### src/rtl/bgs_pkg.sv
package bgs_pkg;

    // group index inside a unit window: base, then parity, then pair half
    function automatic int grp_idx(input int base, input logic par, input logic hi);
        return base + int'(par) + (hi ? 2 : 0);
    endfunction

endpackage

### src/rtl/bgs_unit.sv
module bgs_unit #(
    parameter int BASE  = 0,
    parameter int GW    = 3,
    parameter int CNT_W = 6
) (
    input  logic             clk,
    input  logic             rst_n,
    input  logic             start_i,
    input  logic             done_i,
    input  logic [CNT_W-1:0] cnt_i,
    output logic             act_o,
    output logic [GW-1:0]    rd_o,
    output logic [GW-1:0]    wr_o
);
    import bgs_pkg::*;

    typedef struct packed {
        logic             act;
        logic             par;
        logic             nxt;
        logic [CNT_W-1:0] lyr;
        logic [CNT_W-1:0] tot;
    } ust_t;

    ust_t q, d;
    logic [CNT_W:0] lyr_inc;
    logic           last;

    always_comb begin
        d       = q;
        lyr_inc = {1'b0, q.lyr} + (CNT_W+1)'(1);
        last    = lyr_inc >= {1'b0, q.tot};
        if (start_i) begin
            d.act = 1'b1;
            d.par = q.nxt;
            d.nxt = ~q.nxt;
            d.lyr = '0;
            d.tot = cnt_i;
        end else if (q.act && done_i) begin
            if (last) begin
                d.act = 1'b0;
                d.lyr = '0;
            end else begin
                d.lyr = lyr_inc[CNT_W-1:0];
            end
        end
    end

    always_ff @(posedge clk or negedge rst_n) begin
        if (!rst_n) q <= '0;
        else        q <= d;
    end

    assign act_o = q.act;
    assign rd_o  = GW'(grp_idx(BASE, q.par, q.lyr[0]));
    assign wr_o  = GW'(grp_idx(BASE, q.par, ~q.lyr[0]));


    rd_wr_split_chk: assert property (@(posedge clk) disable iff (!rst_n)
        act_o |-> (rd_o != wr_o));


    in_window_chk: assert property (@(posedge clk) disable iff (!rst_n)
        act_o |-> (int'(wr_o) >= BASE && int'(wr_o) <= BASE + 3
                && int'(rd_o) >= BASE && int'(rd_o) <= BASE + 3));


    role_swap_chk: assert property (@(posedge clk) disable iff (!rst_n)
        (act_o && done_i && !start_i) |=> (!act_o || rd_o == $past(wr_o)));


    start_first_chk: assert property (@(posedge clk) disable iff (!rst_n)
        start_i |=> (act_o && int'(rd_o) == BASE + int'(wr_o[0])));


    idle_done_chk: assert property (@(posedge clk) disable iff (!rst_n)
        (!act_o && !start_i) |=> !act_o);
endmodule

### src/rtl/bgs_conflict.sv
module bgs_conflict #(
    parameter int NUM_UNITS = 3,
    parameter int GW        = 3
) (
    input  logic                    clk,
    input  logic                    rst_n,
    input  logic [NUM_UNITS-1:0]    act_i,
    input  logic [NUM_UNITS*GW-1:0] wr_i,
    output logic                    hit_o
);
    always_comb begin
        hit_o = 1'b0;
        for (int i = 0; i < NUM_UNITS; i++) begin
            for (int j = i + 1; j < NUM_UNITS; j++) begin
                if (act_i[i] && act_i[j] && wr_i[i*GW +: GW] == wr_i[j*GW +: GW])
                    hit_o = 1'b1;
            end
        end
    end


    hit_needs_two_chk: assert property (@(posedge clk) disable iff (!rst_n)
        hit_o |-> ($countones(act_i) >= 2));
endmodule

### src/rtl/bank_group_sched.sv
module bank_group_sched #(
    parameter int NUM_UNITS = 3,
    parameter int GRP_STEP  = 2,
    parameter int CNT_W     = 6,
    localparam int GW       = $clog2(GRP_STEP*(NUM_UNITS-1) + 4)
) (
    input  logic                       clk,
    input  logic                       rst_n,
    input  logic [NUM_UNITS-1:0]       frame_start,
    input  logic [NUM_UNITS-1:0]       layer_done,
    input  logic [NUM_UNITS*CNT_W-1:0] layer_cnt,
    output logic [NUM_UNITS-1:0]       unit_act,
    output logic [NUM_UNITS*GW-1:0]    rd_grp,
    output logic [NUM_UNITS*GW-1:0]    wr_grp,
    output logic                       wr_conflict
);
    for (genvar u = 0; u < NUM_UNITS; u++) begin : g_unit
        bgs_unit #(
            .BASE (GRP_STEP*u),
            .GW   (GW),
            .CNT_W(CNT_W)
        ) u_unit (
            .clk    (clk),
            .rst_n  (rst_n),
            .start_i(frame_start[u]),
            .done_i (layer_done[u]),
            .cnt_i  (layer_cnt[u*CNT_W +: CNT_W]),
            .act_o  (unit_act[u]),
            .rd_o   (rd_grp[u*GW +: GW]),
            .wr_o   (wr_grp[u*GW +: GW])
        );
    end

    bgs_conflict #(
        .NUM_UNITS(NUM_UNITS),
        .GW       (GW)
    ) u_conf (
        .clk  (clk),
        .rst_n(rst_n),
        .act_i(unit_act),
        .wr_i (wr_grp),
        .hit_o(wr_conflict)
    );
endmodule

### config.mk
export PLATFORM = sky130hd
export DESIGN_NAME = bank_group_sched
export DESIGN_NICKNAME = d
export VERILOG_FILES = /design/src/rtl/bgs_pkg.sv /design/src/rtl/bgs_unit.sv /design/src/rtl/bgs_conflict.sv /design/src/rtl/bank_group_sched.sv
export SDC_FILE = /design/constraint.sdc
export NUM_CORES = 1
export LEC_CHECK = 0
export CAP_MARGIN = 15
export CORE_ASPECT_RATIO = 0.8
export CORE_UTILIZATION = 45
export DETAILED_ROUTE_END_ITERATION = 16
export DONT_BUFFER_PORTS = 1
export GPL_ROUTABILITY_DRIVEN = 0
export SYNTH_ARGS = -nofsm -noshare
export SYNTH_HDL_FRONTEND = slang
export SYNTH_SLANG_ARGS = --single-unit
### constraint.sdc
create_clock -name clk -period 2.31 [get_ports clk]
set_input_delay 0.3465 -clock clk [delete_from_list [all_inputs] [get_ports clk]]
set_output_delay 0.3465 -clock clk [all_outputs]
set_load 0.01 [all_outputs]
==> flow_summary.json, run 1 <==
{
  "status": "finished, final reports clean",
  "post_synth.cell_area_avg_sq_um": 9.79,
  "row_count": 24,
  "synth_warnings": 0,
  "path_cells": "ha_2, buf_6, xor2_2, ha_1, a21o_1, a31oi_4, o211ai_4, buf_4, nor3_1, a21o_1",
  "cts_sinks": 45,
  "antenna_found_initial": 0,
  "arrival_ns": 2.47,
  "yosysMostFrequentCell": "dfrtp_1",
  "synth_ff_type": "dfrtp_1",
  "vias_per_cell": 5.00,
  "grt_start_max_net_pins": 46,
  "die_x_um": 87.5,
  "synth-seq-cells": 45,
  "wl_met3_um": 226,
  "clockBufferDepth": 2,
  "endpoint_kind": "register",
  "antenna_cells": 0,
  "portBuffers": 0,
  "overflow": 0,
  "synth_top_cell_by_area": "dfrtp_1",
  "critPathLaunchType": "register",
  "first_iter_violations": 51,
  "hold_path.class": "primary input to register",
  "synth_commonest_cells": "dfrtp_1, nand2_1, ha_1",
  "fin_nets": 314,
  "cpPeakStageDelay_ns": 0.42,
  "finalCritPeriodShare_pct": 96.1,
  "fmax_ghz": 0.450,
  "ys_seq_area_share_pct": 42.8,
  "grt_pass1_wl_um": 7670,
  "start_util_pct": 47.4,
  "slowest_stage": "dfrtp_1",
  "ios": 48,
  "synth-edff-count": 0,
  "layout-drive-gt1-share_pct": 18.0,
  "ir_drop_v": 0.000265,
  "hold_viol": 0,
  "skew_ns": 0.0106,
  "leakagePower_nw": 1.41,
  "die_h_um": 70.4,
  "critPathMaxFanout": 7,
  "grt_pass1_vias": 1700,
  "worstSetupPathType": "register to register",
  "cts-root-buf": "clkbuf_8",
  "top_layer_used": "met4",
  "period_needed_ns": 2.22,
  "finalNonFillerCells": 345,
  "dp_hpwl_um": 3200,
  "cts_tree": "yes",
  "design.core.area_sq_um": 5560,
  "cp.required_ns": 2.56,
  "synth_area_leaders": "dfrtp_1, ha_1, buf_4",
  "rsz0062_at_grt": "true",
  "die-area_sq_um": 6160,
  "ant_nets": 0,
  "synth_top_area_share_pct": 42.8,
  "setup_viol": 0,
  "final_max_slew_viol_count": 0,
  "nFillCells": 522,
  "route.met2.wl_um": 2010,
  "remaining_drc_errors": 0,
  "vias": 1726,
  "cts_buffers": 5,
  "p_per_area_nw_per_um2": 740,
  "met1Wirelength_um": 2370,
  "multi_input_area_sq_um": 1360,
  "worstRegToRegCells": 10,
  "placedInstanceArea_sq_um": 2620,
  "path_clk_slew_ns": 0.09,
  "fin_setup_tns_ns": 0,
  "synth.distinct_cells": 28,
  "netlist_area_sq_um": 2630,
  "totalWireLength_um": 4670,
  "firstDrtPassIters": 4,
  "seq_area_sq_um": 1130,
  "routedWlPerCell_um": 13.5,
  "final_cell_area_sq_um": 2890,
  "dpl.cell_count": 331,
  "power.total_mw": 2.13,
  "async_reset_ff_share_pct": 100,
  "whs_path_depth": 1,
  "area_growth_pct": 9.65,
  "cap_violations": 0,
  "synthCells": 269,
  "clock_latency_ns": 0.30,
  "grt_util_all_layers_pct": 16.2,
  "cp_common_cell": "a21o_1",
  "htree_levels": 2
}
==> state kept, by name, summed over array words and instances, names as in the netlist <==
register             cells
g_unit.u_unit.act_o      3
g_unit.u_unit.q         42
==> cells by family (layout without fill, tap and decap cells) <==
logic type	after synthesis	after routing	synth area share, %
AND/OR/NAND/NOR	75	75	14.6
AO/OA/AOI/OAI	58	58	14.7
flip-flops	45	45	42.8
buffers and inverters	45	41	9.46
adder cells (fa/ha/maj)	21	21	9.98
XOR/XNOR	17	17	5.66
multiplexers	6	6	2.57
other	2	4	0.285
==> layer usage <==
metal  global-route usage (%)  vias to the layer above
li1                         -                      875
met1                     21.9                      804
met2                     24.6                       39
met3                     4.73                        8
met4                     6.19                        0
met5                        0                        -
==> cell usage in the layout (no fill, tap or decap) <==
cell           instances
dfrtp_1               43
nand2_1               34
ha_1                  20
inv_1                 18
o21ai_0               18
nand2b_1              15
a21o_1                15
nand3_1               13
buf_4                 13
o21ai_1                9
xor2_1                 8
mux2_2                 6
clkbuf_8               6
xnor2_1                5
nor3_1                 5
conb_1                 4
xnor2_2                3
a211oi_2               3
o211ai_4               3
a21oi_1                3
o21bai_1               3
nor4b_2                3
and3_1                 2
a31oi_2                2
dfrtp_2                2
nand3_2                1
nor2_1                 1
xor2_2                 1
o21a_1                 1
a31oi_4                1
or2_1                  1
ha_2                   1
clkinvlp_4             1
buf_16                 1
dlygate4sd3_1          1
buf_6                  1
==> worst max-delay path, delay by kind of cell, from the launching register on <==
kind,cells,cell delay [ns]
AOI/OAI and AO/OA,4,0.61
adders and majority gates,2,0.56
DFF,1,0.42
buffers and inverters,2,0.30
xor gates and xnor gates,1,0.16
and+or+nand+nor,1,0.12
==> path summary, 6_finish.rpt <==
check	startpoint	end	slack (ns)
worst min register to register	g_unit[2].u_unit.q[12]	g_unit[2].u_unit.q[12]	0.46
min in group asynchronous	rst_n	g_unit[1].u_unit.q[1]	0.55
worst min-delay path	frame_start[1]	g_unit[1].u_unit.q[12]	0.13
max in group asynchronous	rst_n	g_unit[0].u_unit.q[8]	1.55
worst max-delay path	g_unit[1].u_unit.q[7]	g_unit[1].u_unit.q[6]	0.09
worst max register to register	g_unit[1].u_unit.q[7]	g_unit[1].u_unit.q[6]	0.09
==> per-stage QoR <==
stage	hold WS [ns]	utilization, %	setup WS, ns
CTS	0.117	49.5	0.0589
detailed placement	0.0522	47.2	0.0824
global route	0.114	52.0	-0.0344
global placement	0.0519	47.2	0.0982
floorplan	0.0509	-	0.104
finish	0.126	52.0	0.0892
==> final cells by class <==
cell class	instances	share of cell area [%]
clock inverter	1	0.260
multi-input combinational	181	47.0
clock buffer	6	2.86
sequential	45	39.1
tap	78	3.38
inverter	18	2.34
timing repair buffer	16	5.07
==> power by group <==
group / internal, mW / switching [mW] / total, mW / leakage (nW)
logic: 0.280 / 0.312 / 0.592 / 0.807
clock network: 0.237 / 0.266 / 0.503 / 0.0433
registers: 0.905 / 0.134 / 1.04 / 0.559
==> timing repair <==
item	CTS	global route
gates resized for setup	0	16
hold buffers	2	0
endpoints found under the setup margin	0	15
setup buffers	0	5
endpoints found under the hold margin	45	0
Power figures use the tool's default switching activity.
==> inputs of run 2 (changes only) <==
--- a/config.mk
+++ b/config.mk
@@ -5,6 +5,7 @@
 export SDC_FILE = /design/constraint.sdc
 export NUM_CORES = 1
 export LEC_CHECK = 0
+export ABC_AREA = 1
 export CAP_MARGIN = 15
 export CORE_ASPECT_RATIO = 0.8
 export CORE_UTILIZATION = 45
==> run 2 against run 1 <==
Compared with the run above:
- highest routed layer unchanged
- largest cell class unchanged
- critical endpoint is now g_unit[0].u_unit.act_o
- critical path type unchanged
- cell count up 16%
- global-route usage up 1.4 points
- sequential share of layout area up 1.1 points
==> flow_summary.json, run 2 <==
{
  "status": "finished, final reports clean",
  "fmax_ghz": 0.500,
  "muxShareOfSynthArea_pct": 0,
  "cap_violations": 0,
  "design.core.area_sq_um": 5560,
  "p_sw_share_pct": 31.4,
  "arrival_ns": 2.24,
  "row_count": 24,
  "leakagePower_nw": 1.47,
  "hold_end": "g_unit[1].u_unit.q[12]",
  "sequentialPowerShare_pct": 46.9,
  "clock_latency_ns": 0.30,
  "layout_common_cells": "nand2_1, dfrtp_1, inv_1",
  "synthSimpleGateAreaFrac_pct": 24.3,
  "synth_top_area_share_pct": 42.4,
  "synth_top_cell_by_area": "dfrtp_1",
  "synth_top_family_by_area": "simple AND/OR/NAND/NOR gates",
  "worstSetupPathType": "register to register",
  "nFillCells": 533,
  "whs_path_depth": 1,
  "first_iter_violations": 70,
  "hold_slack_ns": 0.128,
  "grt_pass1_wl_um": 8470,
  "cp.required_ns": 2.55,
  "synthCells": 329,
  "ant_nets": 0,
  "seq_area_sq_um": 1130,
  "synth_ff_type": "dfrtp_1",
  "r2r-end": "g_unit[0].u_unit.act_o",
  "yosysMostFrequentCell": "nand2_1",
  "totalWireLength_um": 4940,
  "fin_nets": 368,
  "finalCritPeriodShare_pct": 86.6,
  "synth_warnings": 0,
  "multi_input_area_sq_um": 1220,
  "synth_commonest_cells": "nand2_1, dfrtp_1, inv_1",
  "synth_xor_area_share_pct": 4.29,
  "synth_area_leaders": "dfrtp_1, nand2_1, ha_1",
  "cts_buffers": 5,
  "setup_viol": 0,
  "crit_path_start": "g_unit[0].u_unit.q[6]",
  "ys_seq_area_share_pct": 42.4,
  "p_comb_share_pct": 20.8,
  "cts-root-buf": "clkbuf_8",
  "remaining_drc_errors": 0,
  "final_max_slew_viol_count": 0,
  "dp_hpwl_um": 3650,
  "vias": 1889,
  "critPathMaxFanout": 6,
  "hold_path.class": "primary input to register",
  "synth.distinct_cells": 28,
  "portBuffers": 0,
  "finalNonFillerCells": 400,
  "async_reset_ff_share_pct": 100,
  "hold_viol": 0,
  "skew_ns": 0.00626,
  "worstRegToRegCells": 11,
  "p_per_area_nw_per_um2": 785,
  "pwr-share-clk_pct": 32.3,
  "power.switching_uw": 690,
  "start_util_pct": 47.8,
  "antenna_found_initial": 0,
  "cts_tree": "yes",
  "routedWlPerCell_um": 12.4,
  "vias_per_cell": 4.72,
  "internal-power_mw": 1.51,
  "dpl.cell_count": 390,
  "largest_reg_flops": 42,
  "grt_start_max_net_pins": 46,
  "ir_drop_v": 0.000265,
  "die_h_um": 70.7,
  "fin_setup_tns_ns": 0,
  "post_cts_buffers": 0,
  "path_clk_slew_ns": 0.09,
  "synthAdderAreaFrac_pct": 9.89,
  "synth-edff-count": 0,
  "firstDrtPassIters": 4,
  "htree_levels": 2,
  "overflow": 0,
  "ff2ff_setup_slack_ns": 0.31,
  "period_needed_ns": 2.00,
  "grt_util_all_layers_pct": 17.6,
  "endpoint_kind": "register",
  "netlist_area_sq_um": 2660,
  "synth-compound-area-share_pct": 6.83,
  "die-area_sq_um": 6220,
  "die_x_um": 87.9,
  "synth-seq-cells": 45,
  "area_growth_pct": 5.46,
  "hp-start": "frame_start[1]",
  "clockBufferDepth": 2,
  "final_common_cell": "nand2_1",
  "largest_register": "g_unit.u_unit.q",
  "critPathLaunchType": "register",
  "cts_sinks": 45,
  "rsz0062_at_grt": "false",
  "r2r-start": "g_unit[0].u_unit.q[6]",
  "layout-drive-gt1-share_pct": 8.07,
  "post_synth.cell_area_avg_sq_um": 8.07,
  "grt_pass1_vias": 1789,
  "ios": 48,
  "antenna_cells": 0
}
run 2: changes by cell type after synthesis, sizes merged, moves of 4 or more:
cell / before / now
nor2: 1 / 9
o22ai: 0 / 5
xnor2: 8 / 1
mux2: 6 / 0
nand4: 0 / 4
a21o: 15 / 0
buf: 23 / 18
nand2b: 15 / 0
inv: 18 / 45
nand2: 34 / 113
run 2: metrics by stage:
step | setup WS [ns] | power, mW | area (sq um) | util, %
final | 0.309 | 2.20 | 2800 | 50.4
after global routing | 0.106 | 2.35 | 2800 | 50.4
after detailed placement | 0.346 | 1.49 | 2630 | 47.3
after CTS | 0.310 | 2.22 | 2800 | 50.4
after floorplan | 0.537 | 1.46 | 2660 | -
after global placement | 0.394 | 1.47 | 2630 | 47.3
run 2: power groups by stage:
stage | sequential [mW] | combinational [mW] | clock (mW)
2_1_floorplan | 0.993 | 0.465 | 0
3_3_place_gp | 1.04 | 0.425 | 0
3_5_place_dp | 1.05 | 0.440 | 0
4_1_cts | 1.03 | 0.465 | 0.728
5_1_grt | 1.05 | 0.545 | 0.755
6_report | 1.03 | 0.457 | 0.711
run 2: kinds of logic (layout without fill, tap and decap cells):
group | count (synthesis) | after routing
flops | 45 | 45
xor+xnor | 13 | 13
simple gates | 148 | 148
other cells | 2 | 4
fa+ha+maj | 21 | 21
compound gates | 33 | 33
buf+inv | 67 | 58
run 2: critical path, stage by stage, from the launching register on:
cell and delay (ns):
dfrtp_1 0.48, ha_1 0.28, nand3_2 0.09, xor2_1 0.21, ha_1 0.28, nand3_1 0.08
nand3_1 0.08, nor2_2 0.18, nand2_4 0.10, nand2_1 0.06, nand2_1 0.04, nand2_1 0.05
run 2: repair_timing:
| item | CTS | global route |
|---|---|---|
| hold buffers | 2 | 0 |
| hold endpoints to repair | 45 | 0 |
| resized for setup | 0 | 0 |
run 2: routing by layer:
metal,vias up,GRT usage [%],wire length [um],part of all wire (%)
li1,996,-,-,-
met1,856,26.2,2570,52
met2,32,25.1,2100,43
met3,5,4.55,215,4.4
met4,0,5.28,51,1.0
met5,-,0,0,0
run 2: cell type report:
type	instances	area share (%)
Tap cell	78	3.48
Clock buffer	5	2.46
Inverter	46	6.21
Clock inverter	3	2.32
Timing Repair Buffer	4	1.88
Multi-Input combinational cell	219	43.5
Sequential cell	45	40.2
run 2: how the worst max path moves through the flow:
stage | endpoint | slack, ns | cells past startpoint
2_1_floorplan | g_unit[0].u_unit.act_o | 0.54 | 11
3_3_place_gp | g_unit[2].u_unit.act_o | 0.39 | 11
3_5_place_dp | g_unit[0].u_unit.act_o | 0.35 | 11
4_1_cts | g_unit[0].u_unit.act_o | 0.31 | 11
5_1_grt | g_unit[0].u_unit.act_o | 0.11 | 11
6_report | g_unit[0].u_unit.act_o | 0.31 | 11
